--- src/rtl/nandtree_pkg.sv ---
package nandtree_pkg;

  typedef enum logic {
    MODE_NORMAL = 1'b0,
    MODE_TREE   = 1'b1
  } tmode_e;

  localparam int unsigned DEF_CHAIN_W = 8;

endpackage

--- src/rtl/nandtree_chain.sv ---
module nandtree_chain #(
  parameter int unsigned CHAIN_W = 8
) (
  input  logic [CHAIN_W-1:0] pins,
  output logic               tree_out
);

  localparam int unsigned NODES = CHAIN_W + 1;

  logic [NODES-1:0]   carry;
  logic [CHAIN_W-1:0] nand_n;

  assign carry[0] = 1'b1;

  // each stage is a NAND cell followed by an inverter, so a low on any
  // single pin propagates to the end of the chain
  for (genvar k = 0; k < CHAIN_W; k++) begin : g_stage
    assign nand_n[k]  = ~(carry[k] & pins[k]);
    assign carry[k+1] = ~nand_n[k];
  end

  assign tree_out = carry[NODES-1];

endmodule

--- src/rtl/nandtree_arm.sv ---
module nandtree_arm
  import nandtree_pkg::*;
(
  input  logic   clk,
  input  logic   rst,
  input  logic   reg_rst,
  input  logic   cfg_wr,
  input  logic   test_en,
  output tmode_e mode,
  output logic   locked
);

  tmode_e mode_q;
  logic   locked_q;
  logic   arm_ok;

  // entry needs a level seen strictly before the first write
  assign arm_ok = test_en & ~locked_q & ~cfg_wr;

  always_ff @(posedge clk) begin
    if (rst) begin
      locked_q <= 1'b0;
    end else if (cfg_wr) begin
      locked_q <= 1'b1;
    end
  end

  always_ff @(posedge clk) begin
    if (rst || reg_rst) begin
      mode_q <= MODE_NORMAL;
    end else if (arm_ok) begin
      mode_q <= MODE_TREE;
    end
  end

  assign mode   = mode_q;
  assign locked = locked_q;

endmodule

--- src/rtl/nandtree_padmux.sv ---
module nandtree_padmux
  import nandtree_pkg::*;
(
  input  tmode_e mode,
  input  logic   tree_out,
  input  logic   pad_din,
  output logic   pad_oe,
  output logic   pad_dout,
  output logic   addr0_core
);

  always_comb begin
    unique case (mode)
      MODE_TREE: begin
        pad_oe     = 1'b1;
        pad_dout   = tree_out;
        addr0_core = 1'b0;
      end
      default: begin
        pad_oe     = 1'b0;
        pad_dout   = 1'b0;
        addr0_core = pad_din;
      end
    endcase
  end

endmodule

--- src/rtl/nandtree_ctrl.sv ---
module nandtree_ctrl
  import nandtree_pkg::*;
#(
  parameter int unsigned CHAIN_W = DEF_CHAIN_W
) (
  input  logic               clk,
  input  logic               rst,
  input  logic               reg_rst,
  input  logic               cfg_wr,
  input  logic               test_en,
  input  logic [CHAIN_W-1:0] chain_in,
  input  logic               pad_din,
  output logic               pad_oe,
  output logic               pad_dout,
  output logic               addr0_core,
  output logic               test_active,
  output logic               cfg_locked
);

  tmode_e mode;
  logic   tree_out;

  nandtree_arm u_arm (
    .clk     (clk),
    .rst     (rst),
    .reg_rst (reg_rst),
    .cfg_wr  (cfg_wr),
    .test_en (test_en),
    .mode    (mode),
    .locked  (cfg_locked)
  );

  nandtree_chain #(
    .CHAIN_W (CHAIN_W)
  ) u_chain (
    .pins     (chain_in),
    .tree_out (tree_out)
  );

  nandtree_padmux u_mux (
    .mode       (mode),
    .tree_out   (tree_out),
    .pad_din    (pad_din),
    .pad_oe     (pad_oe),
    .pad_dout   (pad_dout),
    .addr0_core (addr0_core)
  );

  assign test_active = (mode == MODE_TREE);

endmodule

--- config.mk ---
export PLATFORM = sky130hd
export DESIGN_NAME = nandtree_ctrl
export DESIGN_NICKNAME = d
export VERILOG_FILES = /design/src/rtl/nandtree_pkg.sv /design/src/rtl/nandtree_chain.sv /design/src/rtl/nandtree_arm.sv /design/src/rtl/nandtree_padmux.sv /design/src/rtl/nandtree_ctrl.sv
export SDC_FILE = /design/constraint.sdc
export NUM_CORES = 1
export LEC_CHECK = 0
export ABC_AREA = 1
export BUFFER_PORTS_ARGS = -buffer_cell sky130_fd_sc_hd__buf_2
export CAP_MARGIN = 0
export CORE_AREA = 10 10 47 49
export DETAILED_ROUTE_END_ITERATION = 6
export DIE_AREA = 0 0 57 59
export SETUP_SLACK_MARGIN = 0.15
export SYNTH_ARGS = -nofsm -noshare
export SYNTH_HDL_FRONTEND = slang
export SYNTH_SLANG_ARGS = --single-unit
--- constraint.sdc ---
create_clock -name clk -period 1.62 [get_ports clk]
set_input_delay 0.243 -clock clk [delete_from_list [all_inputs] [get_ports clk]]
set_output_delay 0.243 -clock clk [all_outputs]
set_load 0.05 [all_outputs]
==> results of run 1 <==
sequential cells by signal, summed over array words and instances (netlist names):
name	cells
u_arm.mode	1
u_arm.locked	1
layout by cell type, fill, tap and decap left out:
cell	Yosys	final
a21oi_2	1	1
buf_2	0	18
nor2_4	0	1
or2_1	1	1
dfxtp_1	2	2
nand2_1	5	5
inv_1	3	3
clkbuf_4	0	3
nand3_1	1	1
nor2_1	5	4
power by group through the flow:
| stage | clock [mW] | sequential, mW | combinational, mW |
|---|---|---|---|
| 6_report | 0.108 | 0.0539 | 0.0459 |
| 3_5_place_dp | 0 | 0.0546 | 0.0463 |
| 4_1_cts | 0.117 | 0.0540 | 0.0465 |
| 5_1_grt | 0.116 | 0.0542 | 0.0500 |
| 3_3_place_gp | 0 | 0.0544 | 0.0464 |
| 2_1_floorplan | 0 | 0.0633 | 0.0179 |
worst paths after layout:
kind         slack, ns  depth (start not counted)    startpoint            to
min reg2reg       0.48                          2  u_arm.locked  u_arm.locked
max reg2reg       0.94                          3  u_arm.locked    u_arm.mode
min               0.19                          2           rst  u_arm.locked
max               0.27                          5    u_arm.mode      pad_dout
cells by family after synthesis:
kind of cell / count (synthesis)
AOI/OAI and AO/OA: 1
buffers and inverters: 4
DFF: 2
and+or+nand+nor: 12
final cells by class:
type                            count  area [µm²]  share of cell area
Tap cell                           16        20.0              0.0804
Multi-Input combinational cell     13        65.1               0.261
Timing Repair Buffer               18        90.1               0.362
Sequential cell                     2        40.0               0.161
Inverter                            3        11.3              0.0452
Clock buffer                        3        22.5              0.0905
stage by stage:
step,instances,instance area [µm²]
2_1_floorplan,19,124
3_3_place_gp,52,226
3_5_place_dp,52,226
4_1_cts,55,249
5_1_grt,55,249
6_report,55,249
metal layers:
layer / wire, µm / global-route usage / up-vias
li1: - / - / 95
met1: 219 / 0.0287 / 64
met3: 146 / 0.0408 / 0
met4: 0 / 0.0201 / 0
met2: 116 / 0.0248 / 19
met5: 0 / 0 / -
worst register-to-register path: stages (launching register included):
cell     delay (ns)
dfxtp_1        0.30
nor2_1         0.13
nand2_1        0.08
a21oi_2        0.10
==> results, run 1 <==
- The flow ran to the end, and the final reports show no timing, DRC or antenna violations.
- The relative slew slack is 0.832.
- The maximum number of pins on one net before global-route repair is 6.
- In the final design database the tool counted 55 nets.
- Counting the fill cells in the layout gives 168.
- The total die area is 3360 µm².
- The insertion delay to the later sink of the worst-skew pair is 0.22 ns.
- The complex-gate fraction of the synthesized area is 0.0753.
- The type of the tightest min-delay check is in2reg.
- The signed area change from the synthesized netlist to the final layout is 114%.
- The share of the core filled with cells is 0.178.
- Among all stages on the critical path, the largest delay is contributed by dfxtp_1.
- Setup repair after global routing left no endpoint under its margin.
- The number of buffers inserted by port buffering is 18.
- The placement row count is 14.
- The final setup skew is 0.000381 ns.
- After detailed routing, the number of vias per cell comes to 3.24.
- The register bit total from synthesis is 2.
- The global placer's final weighted congestion is between 0.6 and 0.7.
- The chip height is 59 µm.
- The number of global-route vias before repair was 193.
- In this design, the critical path's most frequently occurring cell is nand2_1.
- The longest clock path from root to sink contains 2 buffers.
- The max-cap check violation count is 0.
- After synthesis the cells add up to 116 µm².
- The number of DRC markers after the initial detailed-route iteration is 1.
- Setup slack on the critical path of the routed design comes to between 0.2 and 0.3 ns.
- The kind of cell with the highest combined delay on the critical path is flip-flops.
- The highest achievable clock rate is 741 MHz.
- After clock tree synthesis, the clock-pin slew on the worst setup and hold paths is 0.03 ns.
- The final critical-path required period is 1.35 ns.
- After detailed routing, the average wire length per cell comes to 8.76 µm.
- The TritonCTS clock tree is built.
- In the routed design, unresolved DRC markers number 0.
- The starting density of the core is 0.0830.
- For this design the ratio of total power to cell area is around 840 nW/µm².
- Of the total power, the share spent switching nets is 0.272.
- The sequential-to-total area share from yosys stat is 0.344.
- The floorplan step set the die width to 57 µm.
- Hold timing on the final database bottoms out at a slack of 0.187 ns.
- Of the total power, combinational logic draws 0.220.
- In the global route stage, overall resource usage came out at 0.0282.
- Data on the critical path arrives at its endpoint at 1.11 ns.
- The count of H-tree levels built during CTS is 1.
- For this run, the number of Yosys warnings is 0.
- When the netlist entered floorplanning its net count stood at 33.
- The share of total power dissipated in the clock network is 0.521.
- The kind of critical path is reg2out.
- The number of buffers and inverters on the critical path is 2.
- The unique cell type count in the Yosys netlist is 8.
- On the worst path, the slowest cell contributes a delay of 0.36 ns.
- Of the post-synthesis cell area, the dominant cell type holds 0.344.
- The mux cell area share after synthesis is 0.
- The area share of and/or/nand/nor cells after synthesis is 0.419.
- The max-slew violation count is 0.
- For this block, the routed nets add up to 482 µm of wire.
- The post-CTS setup repair buffer count is 0.
- The first global-routing pass estimated roughly 730 µm of wire.
- The I/O pin count is 19.
- The required time of the worst setup path is 1.38 ns.
- In this run the worst path has a maximum fanout of 5.
- Hold repair after CTS inserted 0 buffers.
- The maximum resistive drop on vdd is 0.215 mV.
- Summing internal, switching and leakage power gives ~0.21 mW.
- Traced cell by cell, the critical path runs through nand2_1, inv_1, nand2_1, nor2_4, buf_2.
- The post-route clock period utilization is 0.833.
- Synthesis produced a netlist whose cell count is 19.
- By area the synthesized netlist is led by dfxtp_1 (34%), nand2_1 (16%), nor2_1 (16%), inv_1 (9.7%), a21oi_2 (7.5%).
- The setup total negative slack is 0 ns.
- By area, the combinational part of the netlist is dominated by simple AND/OR/NAND/NOR gates.
- The total setup violations reported at the end of the flow is 0.
- The total count of hold-check failures in the final report is 0.
- dfxtp_1 takes more of the synthesized area than any other cell.
- The antenna violation net count after detailed routing is 0.
- After synthesis, the share of flip-flops with an asynchronous set or reset is 0.
- The most common flop cell mapped by yosys is dfxtp_1.
- The switching component of the power is 0.0567 mW.
- Of the total synthesized cell area, the portion taken by full adders, half adders and majority gates is 0.
- The number of buffers added by the clock tree synthesis step is 3.
- The total vias in the final route is 178.
- Of the cells placed in the final design, the portion with a size suffix greater than 1 is 0.590.
- The number of gates resized after CTS was 0.
- The endpoint type of the worst setup path is an output pin.
- The sequential power share is 0.259.
- The post-synthesis average cell area is between 6 and 7 µm².
- Counting every sink on the clock net gives 2.
- The number of synthesized flops with an enable pin is 0.
- The share of the synthesized netlist area taken by xor and xnor gates is 0.
- The clock root buffer is clkbuf_4.
- The static leakage power is 0.142 nW.
- The repair_antennas step left the layout with diodes totalling 0.
- The first detailed-routing pass ran for 2 iterations.
- For the pin with the worst max-slew slack, the measured transition is 0.254 ns.
- The sort of element at the start of the critical path is a flip-flop.
- The internal power of the cells totals approximately 0.15 mW.
- The total congestion overflow after global routing is 0.
- The total area inside the core boundary comes to 1400 µm².
- The pre-CTS setup slack is ~0.48 ns.
- Counting instances in the post-synthesis netlist gives the leading cell types as nand2_1 (5), nor2_1 (5), inv_1 (3), dfxtp_1 (2).
- The number of antenna violations at the first check in global routing was 0.
Note: power is estimated with default switching activity, not from simulation.
==> run 2, diff against run 1 <==
- ABC_AREA: 1 -> 0
- clock period: 1.62 -> 1.3 ns (I/O delays scaled with it)
==> results, run 2 <==
- The sort of element at the start of the critical path is a flip-flop (unchanged).
- The area inside the core boundary was 1400 µm² (unchanged).
- The share of flip-flops with an asynchronous set or reset after synthesis is 0 (unchanged).
- The I/O pin count is 19 (unchanged).
- The number of vias per cell is 3.64 (was 3.24).
- Most used cells in the layout excluding fill and tap cells: buf_2 (16), nor2_1 (3), clkbuf_4 (3) (was buf_2 (18), nand2_1 (5), nor2_1 (4), inv_1 (3), clkbuf_4 (3)).
- The data arrival time of the critical path is 0.96 ns (was 1.11 ns).
- The wire length of the first global-routing pass is 931 µm (was 731 µm).
- The filler cell count in the final layout is 164 (was 168).
- The static leakage power was 0.140 nW (was 0.142 nW).
- The register bit total from synthesis is 2 (unchanged).
- The measured slew at the worst slew-check pin is 0.256 ns (was 0.254 ns).
- The net count reported at finish is 49 (was 55).
- The antenna violation net count after detailed routing is 0 (unchanged).
- The peak fanout along the critical path is 5 (unchanged).
- The placement row count is 14 (unchanged).
- The starting density of the core came to 0.0750 (was 0.0830).
- The count of non-filler cells in the finished layout was 50 (was 55).
- The number of clock sinks seen by CTS is 2 (unchanged).
- The placed instance count is 46 (was 52).
- Main area contributors after synthesis: dfxtp_1 (38%), nor3b_2 (12%), nor2_1 (11%), buf_4 (7.1%), o21a_1 (7.1%) (was dfxtp_1 (34%), nand2_1 (16%), nor2_1 (16%), inv_1 (9.7%), a21oi_2 (7.5%)).
- The number of synthesized flops with an enable pin is 0 (unchanged).
- The clock input transition at the sequential cells of the worst setup and hold paths is 0.03 ns (about the same).
- The number of buffers added by the clock tree synthesis step was 3 (unchanged).
- The unique cell type count in the Yosys netlist is 10 (was 8).
- The count of antenna diodes in the layout was 0 (unchanged).
- The total congestion overflow after global routing is 0 (unchanged).
- The chip height was 59 µm (unchanged).
- Status: finished, final reports clean (unchanged).
- The final setup skew is 0.00871 ns (was 0.000381 ns).
- The sequential-to-total area share from yosys stat was 0.381 (was 0.344).
- The die width is 57 µm (unchanged).
- The total die area is 3360 µm² (unchanged).
- The maximum resistive drop on vdd is 0.385 mV (was 0.215 mV).
- The count of yosys warnings during synthesis is 0 (unchanged).
- The number of buffers inserted by port buffering is 18 (unchanged).
- The maximum number of pins on one net before global-route repair came to 6 (unchanged).
- Top post-synthesis cells by count: nor2_1 (3), dfxtp_1 (2) (was nand2_1 (5), nor2_1 (5), inv_1 (3), dfxtp_1 (2)).
- The remaining design rule violation count is 0 (unchanged).
- The kind of critical path was reg2out (unchanged).
- The fraction of post-synthesis cell area in the top cell type by area is 0.381 (was 0.344).
- The most common flop cell mapped by yosys is dfxtp_1 (unchanged).
- The final critical-path required period is between 1 and 1.5 ns.
- The switching share of total power was 0.278 (was 0.272).
- The power share of the combinational group came to 0.218 (was 0.220).
- The number of global-route vias before repair was 212 (was 193).
- The total design power is 0.280 mW (was 0.208 mW).
- The max-cap check violation count was 0 (unchanged).
- The relative slew slack is 0.831 (was 0.832).
- The total setup violations reported at the end of the flow was 0 (unchanged).
- The count of H-tree levels built during CTS came to 1 (unchanged).
- The worst hold slack after final layout is 0.144 ns (was 0.187 ns).
- The most common cell in the synthesized netlist is nor2_1.
- The number of DRC markers after the initial detailed-route iteration came to 1 (unchanged).
- The part of the total power dissipated in the clock network is 0.542 (was 0.521).
- The post-CTS setup repair buffer count is 0 (unchanged).
- The maximum buffer depth of the clock tree is 2 (unchanged).
- The endpoint type of the worst setup path is an output pin (unchanged).
- The type of the tightest min-delay check was in2reg (unchanged).
- The max-slew violation count was 0 (unchanged).
- Setup repair after global routing missed its margin: true (was false).
- The ratio of cells with drive above 1 in the final layout is 0.765 (was 0.590).
- The total vias in the final route came to 182 (was 178).
- The number of antenna violations at the first check in global routing was 0 (unchanged).
- The setup total negative slack is 0 ns (unchanged).
- The power density over the cells is 1030 nW/µm² (was 837 nW/µm²).
- The total count of hold-check failures in the final report is 0 (unchanged).
- The signed area change from the synthesized netlist to the final layout is 160% (was 114%).
- The post-synthesis instance area came to 105 µm² (was 116 µm²).
- The gate count of the mapped netlist was 13 (was 19).
- The final wirelength is 567 µm (was 482 µm).
- The overall global routing resource usage is 0.0386 (was 0.0282).
- The switching component of the power is 0.0779 mW (was 0.0567 mW).
- The TritonCTS clock tree is built (unchanged).
- The global placer's final weighted congestion is 0.620 (was 0.630).
- The number of nets in the synthesized netlist is 27 (was 33).
- The sequential power share is 0.240 (was 0.259).
- The post-synthesis average cell area is 8.08 µm² (was 6.12 µm²).
- The biggest area consumer among synthesized cells is dfxtp_1 (unchanged).
- The first-pass iteration count of the detailed router is 2 (unchanged).
- The most common library cell in the layout ignoring fill and taps was buf_2 (unchanged).
- The highest achievable clock rate is 866 MHz.
- The post-route clock period utilization is 0.888.
- The share of the core filled with cells is 0.195 (was 0.178).
- The clock root buffer is clkbuf_4 (unchanged).
- The cell-internal power came to 0.202 mW (was 0.152 mW).
- The average routed wire per standard cell is 11.3 µm (was 8.76 µm).
- The required time of the worst setup path is 1.11 ns (was 1.38 ns).
- The insertion delay to the later sink of the worst-skew pair is 0.23 ns (was 0.22 ns).
## run 2: final cells by class
| type | count | area, µm² | share of cell area |
|---|---|---|---|
| flip-flops and latches | 2 | 43.8 | 0.161 |
| well taps | 16 | 20.0 | 0.0734 |
| repair buffers | 18 | 98.8 | 0.362 |
| multi-input cells | 10 | 83.8 | 0.307 |
| clock buffers | 4 | 26.3 | 0.0963 |
## run 2: kinds of logic (layout without fill, tap and decap cells)
logic type | after synthesis | in the layout | synth area share
DFF | 2 | 2 | 0.381
AOI/OAI and AO/OA | 1 | 1 | 0.0715
buffers and inverters | 1 | 22 | 0.0715
and+or+nand+nor | 9 | 9 | 0.476
## run 2: final timing paths
path	start	to	slack [ns]	cells past startpoint
worst min register to register	u_arm.locked	u_arm.locked	0.50	2
worst max register to register	u_arm.locked	u_arm.mode	0.64	2
worst min-delay path	rst	u_arm.locked	0.14	2
worst max-delay path	u_arm.mode	pad_dout	0.15	3
## run 2: per-layer routing
layer	global-route usage	up-vias	wire length (µm)	share of wire
met2	0.0481	19	218	0.38
met1	0.0335	77	208	0.37
met3	0.0579	0	140	0.25
met4	0.0101	0	0	0
met5	0	-	0	0
li1	-	86	-	-
## run 2: power by group through the flow
stage | Sequential (mW) | Combinational, mW | Clock [mW]
after floorplan | 0.0784 | 0.0216 | 0
after global placement | 0.0674 | 0.0579 | 0
after detailed placement | 0.0677 | 0.0587 | 0
after CTS | 0.0674 | 0.0610 | 0.161
after global routing | 0.0680 | 0.0660 | 0.174
final | 0.0672 | 0.0612 | 0.152
## run 2: critical path, cell delays in order, from the launching register on
cell and delay (ns):
dfxtp_4 0.37, nand3_4 0.07, nor3_4 0.11, buf_6 0.18
## run 2: what timing repair did
| item | CTS | global route |
|---|---|---|
| setup endpoints to repair | 1 | 2 |
| hold buffers | 0 | 0 |
| gates resized for setup | 4 | 2 |
| pin swaps | 1 | 0 |
## run 2: per-stage QoR
step / setup slack, ns / area (µm²)
after floorplan: 0.0313 / 123
after global placement: 0.205 / 225
after detailed placement: 0.174 / 225
after CTS: 0.121 / 270
after global routing: 0.0652 / 273
final: 0.145 / 273
